[src/rtl/i2c_rp_pkg.sv]
package i2c_rp_pkg;
   localparam int unsigned BYTE_W = 8;
   localparam int unsigned ADDR_W = 7;

   typedef enum logic [3:0] {
      ST_IDLE,
      ST_ADDR,
      ST_ADDR_ACK,
      ST_CMD,
      ST_CMD_ACK,
      ST_WDATA,
      ST_WDATA_ACK,
      ST_RDATA,
      ST_RACK,
      ST_IGNORE
   } rp_state_e;
endpackage

[src/rtl/i2c_rp_sync.sv]
module i2c_rp_sync #(
   parameter int unsigned STAGES  = 2,
   parameter bit          RST_VAL = 1'b1
) (
   input  logic clk,
   input  logic rst_n,
   input  logic d,
   output logic q,
   output logic q_prev
);
   logic [STAGES:0] pipe_q;

   always_ff @(posedge clk or negedge rst_n) begin
      if (!rst_n) pipe_q <= {(STAGES+1){RST_VAL}};
      else        pipe_q <= {pipe_q[STAGES-1:0], d};
   end

   assign q      = pipe_q[STAGES-1];
   assign q_prev = pipe_q[STAGES];
endmodule

[src/rtl/i2c_rp_frontend.sv]
module i2c_rp_frontend #(
   parameter int unsigned SYNC_STAGES = 2
) (
   input  logic clk,
   input  logic rst_n,
   input  logic scl_i,
   input  logic sda_i,
   output logic sda_s,
   output logic ev_start,
   output logic ev_stop,
   output logic ev_rise,
   output logic ev_fall
);
   localparam int unsigned LINES = 2;
   localparam int unsigned L_SCL = 0;
   localparam int unsigned L_SDA = 1;

   logic [LINES-1:0] raw, cur, prv;
   assign raw = {sda_i, scl_i};

   for (genvar g = 0; g < LINES; g++) begin : g_line
      i2c_rp_sync #(.STAGES(SYNC_STAGES), .RST_VAL(1'b1)) u_sync (
         .clk    (clk),
         .rst_n  (rst_n),
         .d      (raw[g]),
         .q      (cur[g]),
         .q_prev (prv[g])
      );
   end

   logic scl_hold;
   assign scl_hold = cur[L_SCL] & prv[L_SCL];
   assign sda_s    = cur[L_SDA];
   assign ev_start = scl_hold &  prv[L_SDA] & ~cur[L_SDA];
   assign ev_stop  = scl_hold & ~prv[L_SDA] &  cur[L_SDA];
   assign ev_rise  =  cur[L_SCL] & ~prv[L_SCL];
   assign ev_fall  = ~cur[L_SCL] &  prv[L_SCL];
endmodule

[src/rtl/i2c_rp_engine.sv]
module i2c_rp_engine
   import i2c_rp_pkg::*;
#(
   parameter int unsigned                  STRAP_W = 3,
   parameter int unsigned                  SEL_W   = 2,
   parameter logic [ADDR_W-STRAP_W-1:0]    ADDR_HI = 4'b0011,
   parameter logic [(2**SEL_W)-1:0]        RO_MASK = 4'b0001
) (
   input  logic               clk,
   input  logic               rst_n,
   input  logic               sda_s,
   input  logic               ev_start,
   input  logic               ev_stop,
   input  logic               ev_rise,
   input  logic               ev_fall,
   input  logic [STRAP_W-1:0] strap_i,
   input  logic [BYTE_W-1:0]  rd_data_i,
   output logic               sda_pd_o,
   output logic [SEL_W-1:0]   reg_sel_o,
   output logic               wr_stb_o,
   output logic [BYTE_W-1:0]  wr_data_o,
   output logic               rd_stb_o
);
   localparam int unsigned CNT_W = $clog2(BYTE_W + 1);
   localparam logic [CNT_W-1:0] CNT_FULL = CNT_W'(BYTE_W);
   localparam logic [CNT_W-1:0] CNT_LAST = CNT_W'(BYTE_W - 1);

   rp_state_e           state_q;
   logic [CNT_W-1:0]    cnt_q;
   logic [BYTE_W-1:0]   rx_q;
   logic [BYTE_W-1:0]   tx_q;
   logic                rnw_q;
   logic                mack_q;
   logic                pd_q;
   logic [SEL_W-1:0]    ptr_q;
   logic                wstb_q;
   logic                rstb_q;
   logic [BYTE_W-1:0]   wdat_q;

   logic addr_hit;
   assign addr_hit = (rx_q[BYTE_W-1:1] == {ADDR_HI, strap_i});

   always_ff @(posedge clk or negedge rst_n) begin
      if (!rst_n) begin
         state_q <= ST_IDLE;
         cnt_q   <= '0;
         rx_q    <= '0;
         tx_q    <= '0;
         rnw_q   <= 1'b0;
         mack_q  <= 1'b0;
         pd_q    <= 1'b0;
         ptr_q   <= '0;
         wstb_q  <= 1'b0;
         rstb_q  <= 1'b0;
         wdat_q  <= '0;
      end else begin
         wstb_q <= 1'b0;
         rstb_q <= 1'b0;
         if (ev_stop) begin
            state_q <= ST_IDLE;
            pd_q    <= 1'b0;
         end else if (ev_start) begin
            state_q <= ST_ADDR;
            cnt_q   <= '0;
            pd_q    <= 1'b0;
         end else begin
            case (state_q)
               ST_ADDR, ST_CMD, ST_WDATA: begin
                  if (ev_rise && cnt_q != CNT_FULL) begin
                     rx_q  <= {rx_q[BYTE_W-2:0], sda_s};
                     cnt_q <= cnt_q + 1'b1;
                  end else if (ev_fall && cnt_q == CNT_FULL) begin
                     cnt_q <= '0;
                     if (state_q == ST_ADDR) begin
                        if (addr_hit) begin
                           state_q <= ST_ADDR_ACK;
                           rnw_q   <= rx_q[0];
                           pd_q    <= 1'b1;
                        end else begin
                           state_q <= ST_IGNORE;
                        end
                     end else if (state_q == ST_CMD) begin
                        state_q <= ST_CMD_ACK;
                        pd_q    <= 1'b1;
                     end else begin
                        state_q <= ST_WDATA_ACK;
                        pd_q    <= 1'b1;
                     end
                  end
               end
               ST_ADDR_ACK: begin
                  if (ev_fall) begin
                     cnt_q <= '0;
                     if (rnw_q) begin
                        state_q <= ST_RDATA;
                        tx_q    <= rd_data_i;
                        rstb_q  <= 1'b1;
                        pd_q    <= ~rd_data_i[BYTE_W-1];
                     end else begin
                        state_q <= ST_CMD;
                        pd_q    <= 1'b0;
                     end
                  end
               end
               ST_CMD_ACK: begin
                  if (ev_rise) begin
                     ptr_q <= rx_q[SEL_W-1:0];
                  end else if (ev_fall) begin
                     state_q <= ST_WDATA;
                     pd_q    <= 1'b0;
                  end
               end
               ST_WDATA_ACK: begin
                  if (ev_rise) begin
                     if (!RO_MASK[ptr_q]) begin
                        wstb_q <= 1'b1;
                        wdat_q <= rx_q;
                     end
                  end else if (ev_fall) begin
                     state_q <= ST_WDATA;
                     pd_q    <= 1'b0;
                  end
               end
               ST_RDATA: begin
                  if (ev_fall) begin
                     if (cnt_q == CNT_LAST) begin
                        state_q <= ST_RACK;
                        pd_q    <= 1'b0;
                     end else begin
                        tx_q  <= {tx_q[BYTE_W-2:0], 1'b0};
                        pd_q  <= ~tx_q[BYTE_W-2];
                        cnt_q <= cnt_q + 1'b1;
                     end
                  end
               end
               ST_RACK: begin
                  if (ev_rise) begin
                     mack_q <= ~sda_s;
                  end else if (ev_fall) begin
                     cnt_q <= '0;
                     if (mack_q) begin
                        state_q <= ST_RDATA;
                        tx_q    <= rd_data_i;
                        rstb_q  <= 1'b1;
                        pd_q    <= ~rd_data_i[BYTE_W-1];
                     end else begin
                        state_q <= ST_IGNORE;
                     end
                  end
               end
               default: begin
                  pd_q <= 1'b0;
               end
            endcase
         end
      end
   end

   assign sda_pd_o  = pd_q;
   assign reg_sel_o = ptr_q;
   assign wr_stb_o  = wstb_q;
   assign wr_data_o = wdat_q;
   assign rd_stb_o  = rstb_q;
endmodule

[src/rtl/i2c_regport_slave.sv]
module i2c_regport_slave
   import i2c_rp_pkg::*;
#(
   parameter int unsigned               SYNC_STAGES = 2,
   parameter int unsigned               STRAP_W     = 3,
   parameter int unsigned               SEL_W       = 2,
   parameter logic [ADDR_W-STRAP_W-1:0] ADDR_HI     = 4'b0011,
   parameter logic [(2**SEL_W)-1:0]     RO_MASK     = 4'b0001
) (
   input  logic               clk,
   input  logic               rst_n,
   input  logic               scl_i,
   input  logic               sda_i,
   input  logic [STRAP_W-1:0] strap_i,
   output logic               sda_pd_o,
   output logic [SEL_W-1:0]   reg_sel_o,
   output logic               wr_stb_o,
   output logic [BYTE_W-1:0]  wr_data_o,
   output logic               rd_stb_o,
   input  logic [BYTE_W-1:0]  rd_data_i
);
   if (SYNC_STAGES < 2) begin : g_bad_sync
      $error("SYNC_STAGES must be at least 2");
   end
   if (STRAP_W < 1 || STRAP_W >= ADDR_W) begin : g_bad_strap
      $error("STRAP_W must leave at least one fixed address bit");
   end
   if (SEL_W < 1 || SEL_W > BYTE_W) begin : g_bad_sel
      $error("SEL_W must fit in the command byte");
   end

   logic sda_s, ev_start, ev_stop, ev_rise, ev_fall;

   i2c_rp_frontend #(.SYNC_STAGES(SYNC_STAGES)) u_front (
      .clk      (clk),
      .rst_n    (rst_n),
      .scl_i    (scl_i),
      .sda_i    (sda_i),
      .sda_s    (sda_s),
      .ev_start (ev_start),
      .ev_stop  (ev_stop),
      .ev_rise  (ev_rise),
      .ev_fall  (ev_fall)
   );

   i2c_rp_engine #(
      .STRAP_W (STRAP_W),
      .SEL_W   (SEL_W),
      .ADDR_HI (ADDR_HI),
      .RO_MASK (RO_MASK)
   ) u_engine (
      .clk       (clk),
      .rst_n     (rst_n),
      .sda_s     (sda_s),
      .ev_start  (ev_start),
      .ev_stop   (ev_stop),
      .ev_rise   (ev_rise),
      .ev_fall   (ev_fall),
      .strap_i   (strap_i),
      .rd_data_i (rd_data_i),
      .sda_pd_o  (sda_pd_o),
      .reg_sel_o (reg_sel_o),
      .wr_stb_o  (wr_stb_o),
      .wr_data_o (wr_data_o),
      .rd_stb_o  (rd_stb_o)
   );
endmodule

[config.mk]
export PLATFORM = sky130hd
export DESIGN_NAME = i2c_regport_slave
export DESIGN_NICKNAME = d
export VERILOG_FILES = /design/src/rtl/i2c_rp_pkg.sv /design/src/rtl/i2c_rp_sync.sv /design/src/rtl/i2c_rp_frontend.sv /design/src/rtl/i2c_rp_engine.sv /design/src/rtl/i2c_regport_slave.sv
export SDC_FILE = /design/constraint.sdc
export NUM_CORES = 1
export LEC_CHECK = 0
export BUFFER_PORTS_ARGS = -buffer_cell sky130_fd_sc_hd__buf_2
export CAP_MARGIN = 20
export CORE_UTILIZATION = 52
export CTS_CLUSTER_DIAMETER = 80
export DETAILED_ROUTE_END_ITERATION = 8
export PLACE_DENSITY = 0.75
export SLEW_MARGIN = 15
export SYNTH_ARGS = -nofsm -noshare
export SYNTH_HDL_FRONTEND = slang
export SYNTH_SLANG_ARGS = --single-unit
[constraint.sdc]
create_clock -name clk -period 1.67 [get_ports clk]
set_input_delay 0.0835 -clock clk [delete_from_list [all_inputs] [get_ports clk]]
set_output_delay 0.0835 -clock clk [all_outputs]
set_load 0.03 [all_outputs]
Word level (Yosys, flattened, before mapping):

Cells that the tools add are included.

* add/subtract/negate cells: 1
* equality and inequality tests: 34
* muxes and demuxes: 64
* $lt $le $gt $ge: 1
* bitwise logic cells: 17
* reduce and logical (&&, ||, !) cells: 16

Operator list (number)
* $mux W4: 21
* $mux W7: 7
* $reduce_and A10 Y1: 3
* $mux W1: 28
* $ne A4 B3 Y1 const B: 6
* $pmux W7 S3: 1
* $eq A4 B3 Y1 const B: 5
* $pmux W4 S5: 1
* $ne A4 B4 Y1 const B: 4
* $pmux W4 S4: 1
* $reduce_and A4 Y1: 3
* $ne A2 B1 Y1 const B: 5
* $not A1 Y1: 10
* $eq A4 B2 Y1 const B: 2
* $eq A4 B4 Y1 const B: 2
* $and A1 B1 Y1: 7
* $eq A7 B5 Y1: 1
* $reduce_and A7 Y1: 1
* $reduce_bool A7 Y1: 1
* $ne A3 B3 Y1 const B: 2
* $reduce_and A6 Y1: 1
* $ne A5 B4 Y1 const B: 1
* $pmux W1 S5: 1
* $reduce_and A5 Y1: 1
* 16 further kinds: 18

* logic and storage cells: 146
* output and inout port bits: 13
* bits in registers: 44

Longest topological paths before layout:

* word-level depth: 8
* mapped depth: 8
* depth with buffers taken out: 8

Hierarchy:

A second synthesis with hierarchy kept.

* cells, all modules: 218
* area total of the unflattened synthesis: 2411.1 um^2

By module, submodules not included
* i2c_rp_engine: area an instance 2220.9 um^2, cells an instance 208, seq. area each 950.9 um^2, instances 1
* i2c_rp_sync: area an instance 78.8 um^2, cells an instance 3, seq. area each 78.8 um^2, instances 2
* i2c_rp_frontend: area an instance 32.5 um^2, cells an instance 4, seq. area each 0.0 um^2, instances 1

Worst setup path before layout:

OpenSTA, ideal clock, no wires.

* path kind: flip-flop to flip-flop
* from: reg u_engine.cnt_q[0]
* to: reg u_engine.cnt_q[3]
* arrival time: 1.758 ns
* clock period less this slack: 1.854 ns
* setup time: 0.095 ns
* stages on the path, launching flop included: 8
* slack: -0.184 ns
* cell sequence: dfrtp_1 ha_1 nand3b_1 or2_1 a31oi_1 a221o_1 or2_1 o31ai_1

* word-level cells in the longest chain between the ends: 5
* elaborated cells on any way between the ends: 14
* those cells by class: 1 x add/sub; 5 x eq/ne; 5 x mux; 3 x reduce/logical

Ends and longest elaborated chain
* start, declared: line i2c_rp_engine.sv:29 `logic [CNT_W-1:0] cnt_q;`
* start signal, assigned: line i2c_rp_engine.sv:71 `cnt_q <= cnt_q + 1'b1;`
* start signal, assigned: line i2c_rp_engine.sv:132 `cnt_q <= cnt_q + 1'b1;`
* $add A4 B1 Y4 / $ne A4 B4 Y1 (equally long branches): line i2c_rp_engine.sv:71, i2c_rp_engine.sv:132, i2c_rp_engine.sv:69
* $mux W4 / $logic_and A1 B1 Y1 (equally long branches): line i2c_rp_engine.sv:126, i2c_rp_engine.sv:69
* $mux W4, on equally long branches: line i2c_rp_engine.sv:125, i2c_rp_engine.sv:69
* $pmux W4 S4: line i2c_rp_engine.sv:67 `case (state_q)`
* $mux W4: line i2c_rp_engine.sv:62 `end else if (ev_start) begin`

Parallel ways exist; a longest one is shown, timed or not. The select of a mux whose other input is x is not followed.
A chain may end at the register's enable or synchronous reset.

Final worst setup path:

Same ends and word-level chain as after synthesis.

==> results.cfg <==
[sta]
timing.final.crit_share_pct = 117
slew_headroom_pct = 55.2
post-route-min-period_ps = 1960
fmax_ghz = 0.511
worst_pin_slew_ps = 671
fin_tns_setup_ps = -2310
setup_viol = 31
slew_viol_final = 0
rsz0062_at_grt = true
clock_skew_ps = 6.16
hold_violations = 0
setup_ws_ps = -288

[worst_setup_path]
startpoint = u_engine.cnt_q[0]$_DFFE_PN0P_
crit_arrival_ps = 2160
r2r_end = u_engine.cnt_q[3]$_DFFE_PN0P_
path_max_fanout = 4
r2r_cells = 7
cp-start-kind = flip-flop
critPathRequiredTime_ps = 1870
reg2reg_from = u_engine.cnt_q[0]$_DFFE_PN0P_
crit_path_end_kind = flip-flop
r2r_setup_slack_ps = -290
critPathKind = reg2reg

[run]
drv_cap = 0

[clock_tree]
clk_pin_slew_ps = 90
cts_buffers = 5
htree_levels = 2
cts_tree = done
cts_root_buf = clkbuf_8
clock_sinks = 44
insertion_delay_ps = 300
clock_path_buffers = 2

[layout]
final_util_pct = 81.9
fin_cells = 368
finalNetCount = 334
num_antenna_cells = 0
fill_cells = 228
drive_gt1_share_pct = 56.6
syn_to_final_growth_pct = 47.3

[hold_path]
min_path_type = in2reg
holdPathStages = 3
hold_path_startpoint = rd_data_i[0]
min_delay_worst_endpoint = u_engine.tx_q[0]$_DFFE_PN0P_

[logic_synthesis]
synth_cell_types = 51
yosysTopAreaCellShare_pct = 41.6
seq_area_frac_synth_pct = 48.4
ys_ff_latch = 44
synthTopCellsByArea = dfrtp_1 (42%), mux2_2 (9.3%), dfstp_2 (6.9%)
syn_area_um2 = 2290
synth.avg_cell_area_um2 = 10.3
syn_nets = 239
yosys-top-cells-count = dfrtp_1 (38), a21oi_1 (23), mux2_2 (19), nor2_1 (18), nand2_1 (15)
yosys.cell_count.top_type = dfrtp_1
syn_inst = 222
ys_dominant_reg_cell = dfrtp_1
ys_async_sr_fraction_pct = 100
synth_enable_flop_cells = 0
ys_warn_count = 0
yosys.area.top_type = dfrtp_1

[power_and_ir_drop]
peakVddDrop_uv = 1120
power_switching_mw = 2.03
combPwrFrac_pct = 53.8
p_per_area_nw_per_um2 = 1510
p_leak_nw = 1.57
power_mw = 5.08
seqPwrFrac_pct = 33.0
internal_power_mw = 3.04
clkPwrFrac_pct = 13.2
p_sw_share_pct = 40.1

[route]
routedWlPerCell_um = 17.8
drc = 0
vias_per_cell = 5.68
wirelength_um = 6570
ant_nets = 0
dr.pass1.iters = 4
drtIter0Drc = 164
routed-via-count = 2092

[floorplan]
die_w_um = 68.3
ios = 28
initial_core_util_pct = 55.6
die_area_um2 = 4670
fp.dieH_um = 68.3
core_area_um2 = 4120
rows = 23

[global_routing]
grt_antenna_before_repair = 0
gr-usage-all-layers_pct = 28.6
overflow = 0
grt_start_max_net_pins = 32
grt_pass1_wl_um = 9560
grt_pass1_vias = 1984

[placed_design]
gp_congestion = 0.861
port_buffers = 27
hpwl_um = 3990
dpl.cell_count = 342

[run_status]
violations = negative setup slack
status = finished, violations left
==> worst max path at each step <==
stage	endpoint	slack (ps)	depth (start not counted)
after floorplan	u_engine.cnt_q[3]$_DFFE_PN0P_	-70	7
after global placement	u_engine.cnt_q[3]$_DFFE_PN0P_	-170	8
after detailed placement	u_engine.cnt_q[3]$_DFFE_PN0P_	-250	7
after CTS	u_engine.cnt_q[3]$_DFFE_PN0P_	-220	7
after global routing	u_engine.cnt_q[3]$_DFFE_PN0P_	-370	7
final	u_engine.cnt_q[3]$_DFFE_PN0P_	-290	7
==> metal layers <==
layer	part of all wire, %	wire length [µm]	up-vias	global-route usage, %
li1	-	-	983	-
met1	44	2900	1020	37.6
met2	49	3190	73	45.6
met3	4.6	302	16	5.00
met4	2.6	172	0	13.3
met5	0	0	-	0
==> critical path: stages, from the launching register on <==
cell and delay [ps]:
dfrtp_1 410, ha_2 190, nand3b_1 110, or2_1 170
o21ai_1 90, a221o_1 420, or2_4 270, o31ai_2 200
==> through the flow <==
stage	hold WS (ps)	setup WS (ps)	area, µm²
2_1_floorplan	-212	-75.0	2310
6_report	38.1	-288	3370
3_3_place_gp	145	-171	2850
3_5_place_dp	153	-247	2850
4_1_cts	12.7	-223	3180
5_1_grt	46.4	-368	3370
==> sequential cells by signal, summed over array words and instances (netlist names) <==
signal and cells:
u_engine.cnt_q 4, u_engine.mack_q 1, u_engine.rd_stb_o 1, u_engine.reg_sel_o 2, u_engine.rnw_q 1, u_engine.rx_q 8
u_engine.sda_pd_o 1, u_engine.state_q 4, u_engine.tx_q 7, u_engine.wr_data_o 8, u_engine.wr_stb_o 1, u_front.g_line.u_sync.pipe_q 6
==> power groups by stage <==
stage,Combinational (mW),Clock [mW],Sequential (mW)
CTS,2.33,0.672,1.64
floorplan,1.27,0,1.62
finish,2.73,0.673,1.67
global placement,2.06,0,1.63
detailed placement,2.10,0,1.64
global route,2.91,0.722,1.70
==> cells in the final DEF (no fill, tap or decap), drive strengths merged, types with 3 or more instances in the layout <==
cell	count
nand3	6
inv	6
dfstp	6
o21ai	14
a21oi	23
dlygate4sd3	3
nand3b	3
nor2	19
buf	95
a211oi	3
mux2i	7
clkbuf	6
xnor2	3
mux2	19
dfrtp	38
nand2	15
or2	3
o31ai	3
nand2b	5
nor2b	5
nor4	4
==> cells by family after synthesis <==
logic type | count (synthesis) | share of synthesized area (%)
buffers and inverters | 16 | 3.66
adders and majority gates | 2 | 1.09
muxes | 26 | 12.4
AOI/OAI and AO/OA | 56 | 14.6
and+or+nand+nor | 74 | 18.3
DFF | 44 | 48.4
xor gates and xnor gates | 4 | 1.53
==> timing repair <==
item / 4_1_cts / 5_1_grt
buffers inserted: 8 / 6
endpoints found under the hold margin: 25 / 0
gates resized for setup: 42 / 38
hold buffers: 3 / 0
pin swaps: 12 / 8
endpoints found under the setup margin: 35 / 35
cloned: 1 / 1
==> cell type report <==
| cell class | count | area [µm²] | share of cell area [%] |
|---|---|---|---|
| repair buffers | 98 | 734 | 21.8 |
| clock inverters | 2 | 16.3 | 0.483 |
| well taps | 50 | 62.6 | 1.86 |
| inverters | 6 | 25.0 | 0.742 |
| flip-flops and latches | 44 | 1110 | 33.0 |
| clock buffers | 6 | 72.6 | 2.15 |
| multi-input cells | 162 | 1350 | 40.0 |
No activity file was read; power rests on OpenSTA's default activity.
